<file path="src/rtl/xmon_pkg.sv">
package xmon_pkg;

    typedef enum logic [1:0] {
        OP_IDLE = 2'b00,
        OP_LDEX = 2'b01,
        OP_STEX = 2'b10,
        OP_ST   = 2'b11
    } op_e;

    typedef struct packed {
        logic valid;
        logic permit;
        logic status;
    } rsp_t;

endpackage

</file>
<file path="src/rtl/xmon_tag_match.sv">
module xmon_tag_match #(
    parameter int TAG_W = 5
) (
    input  logic             en,
    input  logic [TAG_W-1:0] tag_a,
    input  logic [TAG_W-1:0] tag_b,
    output logic             hit
);
    logic [TAG_W-1:0] bit_eq;

    for (genvar g = 0; g < TAG_W; g++) begin : g_bit
        assign bit_eq[g] = ~(tag_a[g] ^ tag_b[g]);
    end

    assign hit = en & (&bit_eq);
endmodule

</file>
<file path="src/rtl/xmon_decide.sv">
module xmon_decide
    import xmon_pkg::*;
(
    input  op_e   op,
    input  logic  resv_valid,
    input  logic  req_hit_resv,
    input  logic  snp_hit_resv,
    input  logic  snp_hit_req,
    output logic  next_valid,
    output logic  take_tag,
    output rsp_t  rsp
);
    logic keep_valid;

    always_comb begin
        keep_valid = resv_valid & ~snp_hit_resv;
        next_valid = keep_valid;
        take_tag   = 1'b0;
        rsp        = '0;
        unique case (op)
            OP_LDEX: begin
                take_tag   = 1'b1;
                next_valid = ~snp_hit_req;
                rsp.valid  = 1'b1;
            end
            OP_STEX: begin
                next_valid = 1'b0;
                rsp.valid  = 1'b1;
                rsp.permit = keep_valid & req_hit_resv;
                rsp.status = ~(keep_valid & req_hit_resv);
            end
            OP_ST: begin
                next_valid = keep_valid & ~req_hit_resv;
                rsp.valid  = 1'b1;
                rsp.permit = 1'b1;
            end
            default: begin
                next_valid = keep_valid;
            end
        endcase
    end
endmodule

</file>
<file path="src/rtl/xmon_reservation_monitor.sv">
module xmon_reservation_monitor
    import xmon_pkg::*;
#(
    parameter int ADDR_W   = 32,
    parameter int GRAN_LSB = 3
) (
    input  logic              clk,
    input  logic              rst_n,
    input  logic [1:0]        req_op,
    input  logic [ADDR_W-1:0] req_addr,
    input  logic              snp_valid,
    input  logic [ADDR_W-1:0] snp_addr,
    output logic              rsp_valid,
    output logic              rsp_permit,
    output logic              rsp_status
);
    localparam int TAG_W = ADDR_W - GRAN_LSB;

    typedef struct packed {
        logic             resv_valid;
        logic [TAG_W-1:0] resv_tag;
        rsp_t             rsp;
    } state_t;

    state_t state_d, state_q;

    op_e              op;
    logic [TAG_W-1:0] req_tag, snp_tag;
    logic             req_hit_resv, snp_hit_resv, snp_hit_req;
    logic             next_valid, take_tag;
    rsp_t             rsp_next;

    assign op      = op_e'(req_op);
    assign req_tag = req_addr[ADDR_W-1:GRAN_LSB];
    assign snp_tag = snp_addr[ADDR_W-1:GRAN_LSB];

    xmon_tag_match #(.TAG_W(TAG_W)) u_req_cmp (
        .en(state_q.resv_valid), .tag_a(req_tag), .tag_b(state_q.resv_tag), .hit(req_hit_resv)
    );
    xmon_tag_match #(.TAG_W(TAG_W)) u_snp_cmp (
        .en(snp_valid & state_q.resv_valid), .tag_a(snp_tag), .tag_b(state_q.resv_tag),
        .hit(snp_hit_resv)
    );
    xmon_tag_match #(.TAG_W(TAG_W)) u_snp_req_cmp (
        .en(snp_valid), .tag_a(snp_tag), .tag_b(req_tag), .hit(snp_hit_req)
    );

    xmon_decide u_decide (
        .op(op), .resv_valid(state_q.resv_valid), .req_hit_resv(req_hit_resv),
        .snp_hit_resv(snp_hit_resv), .snp_hit_req(snp_hit_req),
        .next_valid(next_valid), .take_tag(take_tag), .rsp(rsp_next)
    );

    always_comb begin
        state_d            = state_q;
        state_d.resv_valid = next_valid;
        state_d.rsp        = rsp_next;
        if (take_tag) begin
            state_d.resv_tag = req_tag;
        end
    end

    always_ff @(posedge clk) begin
        if (!rst_n) begin
            state_q <= '0;
        end else begin
            state_q <= state_d;
        end
    end

    assign rsp_valid  = state_q.rsp.valid;
    assign rsp_permit = state_q.rsp.permit;
    assign rsp_status = state_q.rsp.status;

    // a failed exclusive store never grants the write
    p_fail_blocks_write_r3: assert property (@(posedge clk) disable iff (!rst_n)
        (rsp_valid && rsp_status) |-> !rsp_permit);

    // any exclusive store leaves no reservation behind
    p_stex_consumes_r8: assert property (@(posedge clk) disable iff (!rst_n)
        (op == OP_STEX) |=> !state_q.resv_valid);

    // a granted exclusive store needed an armed reservation
    p_success_needs_resv_r2: assert property (@(posedge clk) disable iff (!rst_n)
        (op == OP_STEX && !state_q.resv_valid) |=> (rsp_status && !rsp_permit));

    // a snoop hit on the reservation drops it unless a new load re-arms
    p_snoop_clears_r6: assert property (@(posedge clk) disable iff (!rst_n)
        (snp_hit_resv && op != OP_LDEX) |=> !state_q.resv_valid);

    // a response appears only after a non-idle request
    p_rsp_follows_req_r12: assert property (@(posedge clk) disable iff (!rst_n)
        (op == OP_IDLE) |=> !rsp_valid);

    // a plain store is always granted with status 0
    p_plain_store_granted_r7: assert property (@(posedge clk) disable iff (!rst_n)
        (op == OP_ST) |=> (rsp_valid && rsp_permit && !rsp_status));

endmodule

</file>
<file path="config.mk">
export PLATFORM = sky130hd
export DESIGN_NAME = xmon_reservation_monitor
export DESIGN_NICKNAME = d
export VERILOG_FILES = /design/src/rtl/xmon_pkg.sv /design/src/rtl/xmon_tag_match.sv /design/src/rtl/xmon_decide.sv /design/src/rtl/xmon_reservation_monitor.sv
export SDC_FILE = /design/constraint.sdc
export NUM_CORES = 1
export LEC_CHECK = 0
export BUFFER_PORTS_ARGS = -buffer_cell sky130_fd_sc_hd__buf_2
export CORE_AREA = 2 2 78 62
export DETAILED_ROUTE_END_ITERATION = 8
export DIE_AREA = 0 0 80 64
export GPL_TIMING_DRIVEN = 0
export PLACE_DENSITY = 0.88
export SLEW_MARGIN = 20
export SYNTH_ARGS = -nofsm -noshare
export SYNTH_HDL_FRONTEND = slang
export SYNTH_SLANG_ARGS = --single-unit
</file>
<file path="constraint.sdc">
create_clock -name clk -period 2.15 [get_ports clk]
set_input_delay 0.43 -clock clk [delete_from_list [all_inputs] [get_ports clk]]
set_output_delay 0.43 -clock clk [all_outputs]
set_load 0.05 [all_outputs]
</file>
==> results of run 1 <==
[path summary, 6_finish.rpt]
| path | to | cells past startpoint |
|---|---|---|
| min | rsp_permit | 3 |
| min reg2reg | state_q[27] | 2 |
| max reg2reg | rsp_status | 6 |
| max | rsp_status | 6 |
[power by group]
part / internal [mW] / switching, mW
Sequential: 0.640 / 0.0275
Clock: 0.223 / 0.249
Combinational: 0.153 / 0.196
[cells in the final DEF (no fill, tap or decap)]
cell,n
nand4_1,10
nand2_1,59
o41a_1,1
nand3_1,2
nand2b_1,1
a21boi_0,29
a21oi_1,1
nor4_1,15
clkbuf_8,5
nor3_1,1
a21oi_2,1
xnor2_1,28
and3_1,1
nand3b_1,1
buf_2,66
o21a_1,1
o41ai_1,1
o21bai_1,1
buf_1,1
nor2b_1,1
clkinvlp_4,1
dfxtp_1,33
nor2_1,1
xor2_1,59
clkbuf_1,7
clkinv_2,2
[registers in the layout (all words and copies together), names as in the netlist]
name	count
state_q	30
rsp_permit	1
rsp_status	1
rsp_valid	1
[final cells by class]
| type | count | share of cell area |
|---|---|---|
| buffer | 9 | 0.0133 |
| multi-input combinational | 214 | 0.552 |
| tap | 57 | 0.0271 |
| clock buffer | 5 | 0.0262 |
| clock inverter | 3 | 0.00666 |
| timing repair buffer | 65 | 0.124 |
| sequential | 33 | 0.251 |
[cell usage after synthesis (all sizes together)]
cell	number	area, sq um
nand2	59	221
xor2	59	517
dfxtp	33	661
a21boi	29	218
xnor2	28	245
nor4	15	93.8
nand4	10	62.6
clkbuf	7	26.3
a21oi	2	13.8
buf	2	8.75
nand3	2	10.0
and3	1	6.26
nand2b	1	6.26
nand3b	1	7.51
nor2	1	3.75
nor2b	1	6.26
nor3	1	5.00
o21a	1	7.51
o21bai	1	7.51
o41a	1	11.3
o41ai	1	8.76
[stage by stage]
| stage | power (mW) | cell area [sq um] |
|---|---|---|
| floorplan | 0.862 | 2150 |
| global placement | 1.01 | 2540 |
| detailed placement | 1.02 | 2540 |
| CTS | 1.49 | 2630 |
| global route | 1.56 | 2630 |
| finish | 1.49 | 2630 |
[metal layers]
layer  GRT usage  vias up  share of wire
met5           0        -              0
met3      0.0650       14           0.11
met4       0.119        0          0.024
met1       0.321      924           0.42
met2       0.376      108           0.44
li1            -      999              -
[critical path, cell delays in order, from the launching register on]
cell,delay (ns)
dfxtp_1,0.34
xor2_1,0.17
nor4_1,0.36
nand3_1,0.18
o41a_1,0.45
a21oi_2,0.17
and3_1,0.16
[cell families (layout without fill, tap and decap cells)]
logic type      count (synthesis)  count (layout)
xor+xnor                       87              87
simple gates                   92              92
buf+inv                         9              82
flops                          33              33
compound gates                 35              35
==> metrics.md, run 1 <==
| Metric | Value |
|---|---|
| R2r startpoint | state_q[14] |
| Leakage | between 1 and 1.5 nW |
| DIE HEIGHT | around 64 um |
| Fmax | around 0.53 GHz |
| CTS HTree Levels | 2 |
| Wire length per cell | 15.6 um |
| Crit path capture type | flip-flop |
| Startpoint Class | flip-flop |
| Worst-Skew Late Latency | 0.30 ns |
| Rel. slew slack | 0.618 |
| # hold bufs at CTS | 0 |
| R2R setup slack | 0.26 ns |
| Max Root-Sink Buffers | 2 |
| Area taken by multi-input logic gates | 1450 sq um |
| Core area | roughly 4300 sq um |
| Power per Cell Area | between 500 and 600 nW/um^2 |
| Synth Area in XOR/XNOR | 0.355 |
| Final setup violation count | 0 |
| Root buffer cell | clkbuf_8 |
| DRT Pass-1 Iters | 4 |
| Yosys reg bits | 33 |
| CP max FO | 3 |
| Tot GR Track Use | 0.246 |
| Largest family of logic cells by synthesized area | XOR/XNOR gates |
| Largest net degree at the start of global routing | 12 |
| Setup tns final | 0 ns |
| Full die area | 5120 sq um |
| Dpl ws | approximately 0.1 ns |
| Clk slew on worst S/H paths | about 0.070 ns |
| Total of warnings raised by yosys | 0 |
| Sequential fraction of the synthesis area | 0.308 |
| # rows | 21 |
| DP Cell Count | about 380 |
| Vias per cell | 5.30 |
| # DRC | 0 |
| DR vias | roughly 2000 |
| HP Class | input pin to flip-flop |
| Sequential cell area | around 660 sq um |
| Distinct cells, synth | 23 |
| Layout Nets | approximately 400 |
| Hold Path Origin | req_op[1] |
| Peak supply drop | 0.330 mV |
| Diodes inserted | 0 |
| Filler instances | 397 |
| GRT Residual Overflow | 0 |
| Post-route worst setup slack | 0.262 ns |
| Synth Instances | roughly 260 |
| Final hold viol count | 0 |
| Post-synthesis compound-gate area fraction | 0.124 |
| Signal arrival time at the worst endpoint | 2.13 ns |
| Detail Placement HPWL | approximately 5000 um |
| Mux cell area share after synthesis | 0 |
| TritonCTS clock tree | built |
| I/O pins | a little over 70 |
| Final min period | 1.89 ns |
| Worst slew pin tran | ~0.57 ns |
| Resize count post-CTS | 0 |
| Layout cell share with drive strength beyond 1 | 0.228 |
| First-pass GRT wire length | 9260 um |
| TritonCTS Sinks | 33 |
| Starting Density | 0.498 |
| CP Data Required Time | ~2.4 ns |
| Mapped Area | approximately 2100 sq um |
| Buffers on Ports | 65 |
| Area delta synth->final | 22.5% |
| Routability cong. | ~0.94 |
| Mean post-synth cell area | about 8.4 sq um |
| Final Slew Violations | 0 |
| Post-synthesis simple-gate area fraction | 0.197 |
| Final worst clock skew | 0.00449 ns |
| Post-Syn Nets | around 330 |
| Antenna violations before repair | 0 |
| Status | finished clean |
| Vias in the first global route | 1960 |
| Total wire length | ~6000 um |
| Number of clock buffers inserted by TritonCTS | 5 |
| DRT iter0 DRCs | about 160 |
| Fin util | 0.610 |
| Final period util | 0.878 |
| Unrepaired setup endpoints after global routing | false |
| Die width | 80 um |
| Remaining antenna violation count | 0 |
| Worst Setup Path Type | flip-flop to flip-flop |
| MaxCap Viol Count | 0 |
| Postcts setup bufs | 0 |
| Fin cells | around 390 |
| Critical path startpoint | state_q[14] |
| Fin Hold WS | 0.401 ns |
| Adder-cell share of the synthesized area | 0 |
No activity file was read; power rests on OpenSTA's default activity.
==> inputs of run 2 (changes only) <==
- CORE_AREA: 2 2 78 62 -> 2 2 94 73
- DIE_AREA: 0 0 80 64 -> 0 0 96 75
- PLACE_DENSITY: 0.88 -> 0.67
==> metrics.md, run 2 (synthesis results as in run 1) <==
| Metric | Value |
|---|---|
| Status | finished clean |
| Crit path capture type | flip-flop |
| Setup tns final | 0 ns (unchanged) |
| Int Pwr | 1.25 mW (+23%) |
| Startpoint Class | flip-flop |
| Sequential fraction of design power | 0.385 (-0.064) |
| Worst Setup Path Type | flip-flop to flip-flop |
| Layout Nets | 397 (unchanged) |
| Unrepaired setup endpoints after global routing | false |
| Final Slew Violations | 0 (unchanged) |
| Routability cong. | 0.920 (-2.4%) |
| Final min period | 1.95 ns (+0.0597 ns) |
| Fin cells | 410 (+6.2%) |
| Final Cell Area | 2710 sq um (+2.9%) |
| Final setup violation count | 0 (unchanged) |
| PnR Total Power | 1.73 mW (+16%) |
| I/O pins | 72 (unchanged) |
| Full die area | 7200 sq um (+41%) |
| TritonCTS Sinks | 33 (unchanged) |
| Max Root-Sink Buffers | 2 (unchanged) |
| Wire length per cell | 15.4 um (-1.1%) |
| Most frequent cells in the layout | 66 x buf_2, 59 x xor2_1, 59 x nand2_1 |
| MaxCap Viol Count | 0 (unchanged) |
| Largest register FFs | 30 (unchanged) |
| Area taken by multi-input logic gates | 1450 sq um (unchanged) |
| Leakage | 1.14 nW (+2.2%) |
| Power share of the clock group | 0.414 (+0.097) |
| Power per Cell Area | 640 nW/um^2 (+13%) |
| Final worst clock skew | 0.00911 ns (+0.00462 ns) |
| Vias in the first global route | 2009 (+2.5%) |
| Comb power frac | 0.202 (-0.032) |
| Diodes inserted | 0 (unchanged) |
| CTS HTree Levels | 2 (unchanged) |
| DR vias | 1994 (-2.5%) |
| # hold bufs at CTS | 0 (unchanged) |
| Resize count post-CTS | 0 (unchanged) |
| Clk slew on worst S/H paths | 0.08 ns (about the same) |
| # rows | 25 (+19%) |
| Signal arrival time at the worst endpoint | 2.20 ns (+0.07 ns) |
| Rel. slew slack | 0.633 (+0.0145) |
| Most common cell after layout, fill and taps aside | buf_2 |
| Biggest register | state_q |
| Core area | 6220 sq um (+44%) |
| DRT iter0 DRCs | 127 (-22%) |
| Vias per cell | 4.86 (-8.2%) |
| DP Cell Count | 402 (+6.3%) |
| Worst slew pin tran | 0.551 ns (-0.0218 ns) |
| Postcts setup bufs | 0 (unchanged) |
| # DRC | 0 (unchanged) |
| Buffers on Ports | 65 (unchanged) |
| Fin util | 0.435 (-0.175) |
| Peak supply drop | 0.314 mV (-5.1%) |
| Detail Placement HPWL | 5150 um (+5.5%) |
| Area delta synth->final | 26.1% |
| Tot GR Track Use | 0.187 (-0.0592) |
| Starting Density | 0.345 (-0.153) |
| Largest net degree at the start of global routing | 12 (unchanged) |
| Layout cell share with drive strength beyond 1 | 0.228 (unchanged) |
| Antenna violations before repair | 0 (unchanged) |
| Die width | 96 um (+20%) |
| Fmax | 0.514 GHz (-3.1%) |
| CP Data Required Time | 2.40 ns (about the same) |
| Remaining antenna violation count | 0 (unchanged) |
| Sw frac | 0.277 (-0.0405) |
| Number of clock buffers inserted by TritonCTS | 5 (unchanged) |
| Worst-Skew Late Latency | 0.30 ns (about the same) |
| First-pass GRT wire length | 9760 um (+5.4%) |
| Final period util | 0.906 (+0.0278) |
| Total wire length | 6330 um (+5.0%) |
| Sw Pwr | 479 uW (+1.6%) |
| HP Class | input pin to flip-flop |
| Final hold viol count | 0 (unchanged) |
| GRT Residual Overflow | 0 (unchanged) |
| Root buffer cell | clkbuf_8 |
| TritonCTS clock tree | built |
| Sequential cell area | 661 sq um (unchanged) |
| Placed Area | 2570 sq um (+1.2%) |
| DRT Pass-1 Iters | 4 (unchanged) |
| CP max FO | 3 (unchanged) |
| DIE HEIGHT | 75 um (+17%) |
| Filler instances | 628 (+58%) |
==> run 2: worst paths after layout <==
| check | cells after the start | slack [ns] | endpoint | startpoint |
|---|---|---|---|---|
| max | 6 | 0.20 | rsp_status | state_q[6] |
| min | 3 | 0.39 | rsp_permit | req_op[1] |
| max reg2reg | 6 | 0.20 | rsp_status | state_q[6] |
| min reg2reg | 2 | 0.50 | state_q[30] | state_q[30] |
==> run 2: through the flow <==
stage / worst slack [ns] / hold slack, ns
after global routing: 0.0820 / 0.404
final: 0.203 / 0.392
after floorplan: 0.481 / 0.479
after global placement: 0.0226 / 0.487
after detailed placement: 0.0261 / 0.496
after CTS: 0.213 / 0.387
==> run 2: routing by layer <==
layer / global-route usage / vias up / part of all wire
li1: - / 1000 / -
met1: 0.257 / 900 / 0.47
met2: 0.285 / 87 / 0.42
met3: 0.0541 / 7 / 0.10
met4: 0.0571 / 0 / 0.0081
met5: 0 / - / 0
==> run 2: layout make-up <==
class,instances,share of cell area
Multi-Input combinational cell,214,0.536
Sequential cell,33,0.244
Timing Repair Buffer,65,0.120
Tap cell,81,0.0374
Clock buffer,5,0.0254
Clock inverter,3,0.0240
Buffer,9,0.0129
==> run 2: worst max-delay path, cell delays in order (launching register included) <==
cell     delay [ns]
dfxtp_1        0.34
xor2_1         0.17
nor4_1         0.42
nand4_1        0.21
o41a_1         0.41
a21oi_2        0.18
and3_1         0.16
==> run 2: power by group through the flow <==
stage	Clock (mW)	Sequential [mW]	Combinational (mW)
after floorplan	0	0.686	0.175
after global placement	0	0.679	0.343
after detailed placement	0	0.681	0.345
after CTS	0.722	0.667	0.348
after global routing	0.753	0.671	0.381
final	0.717	0.667	0.349
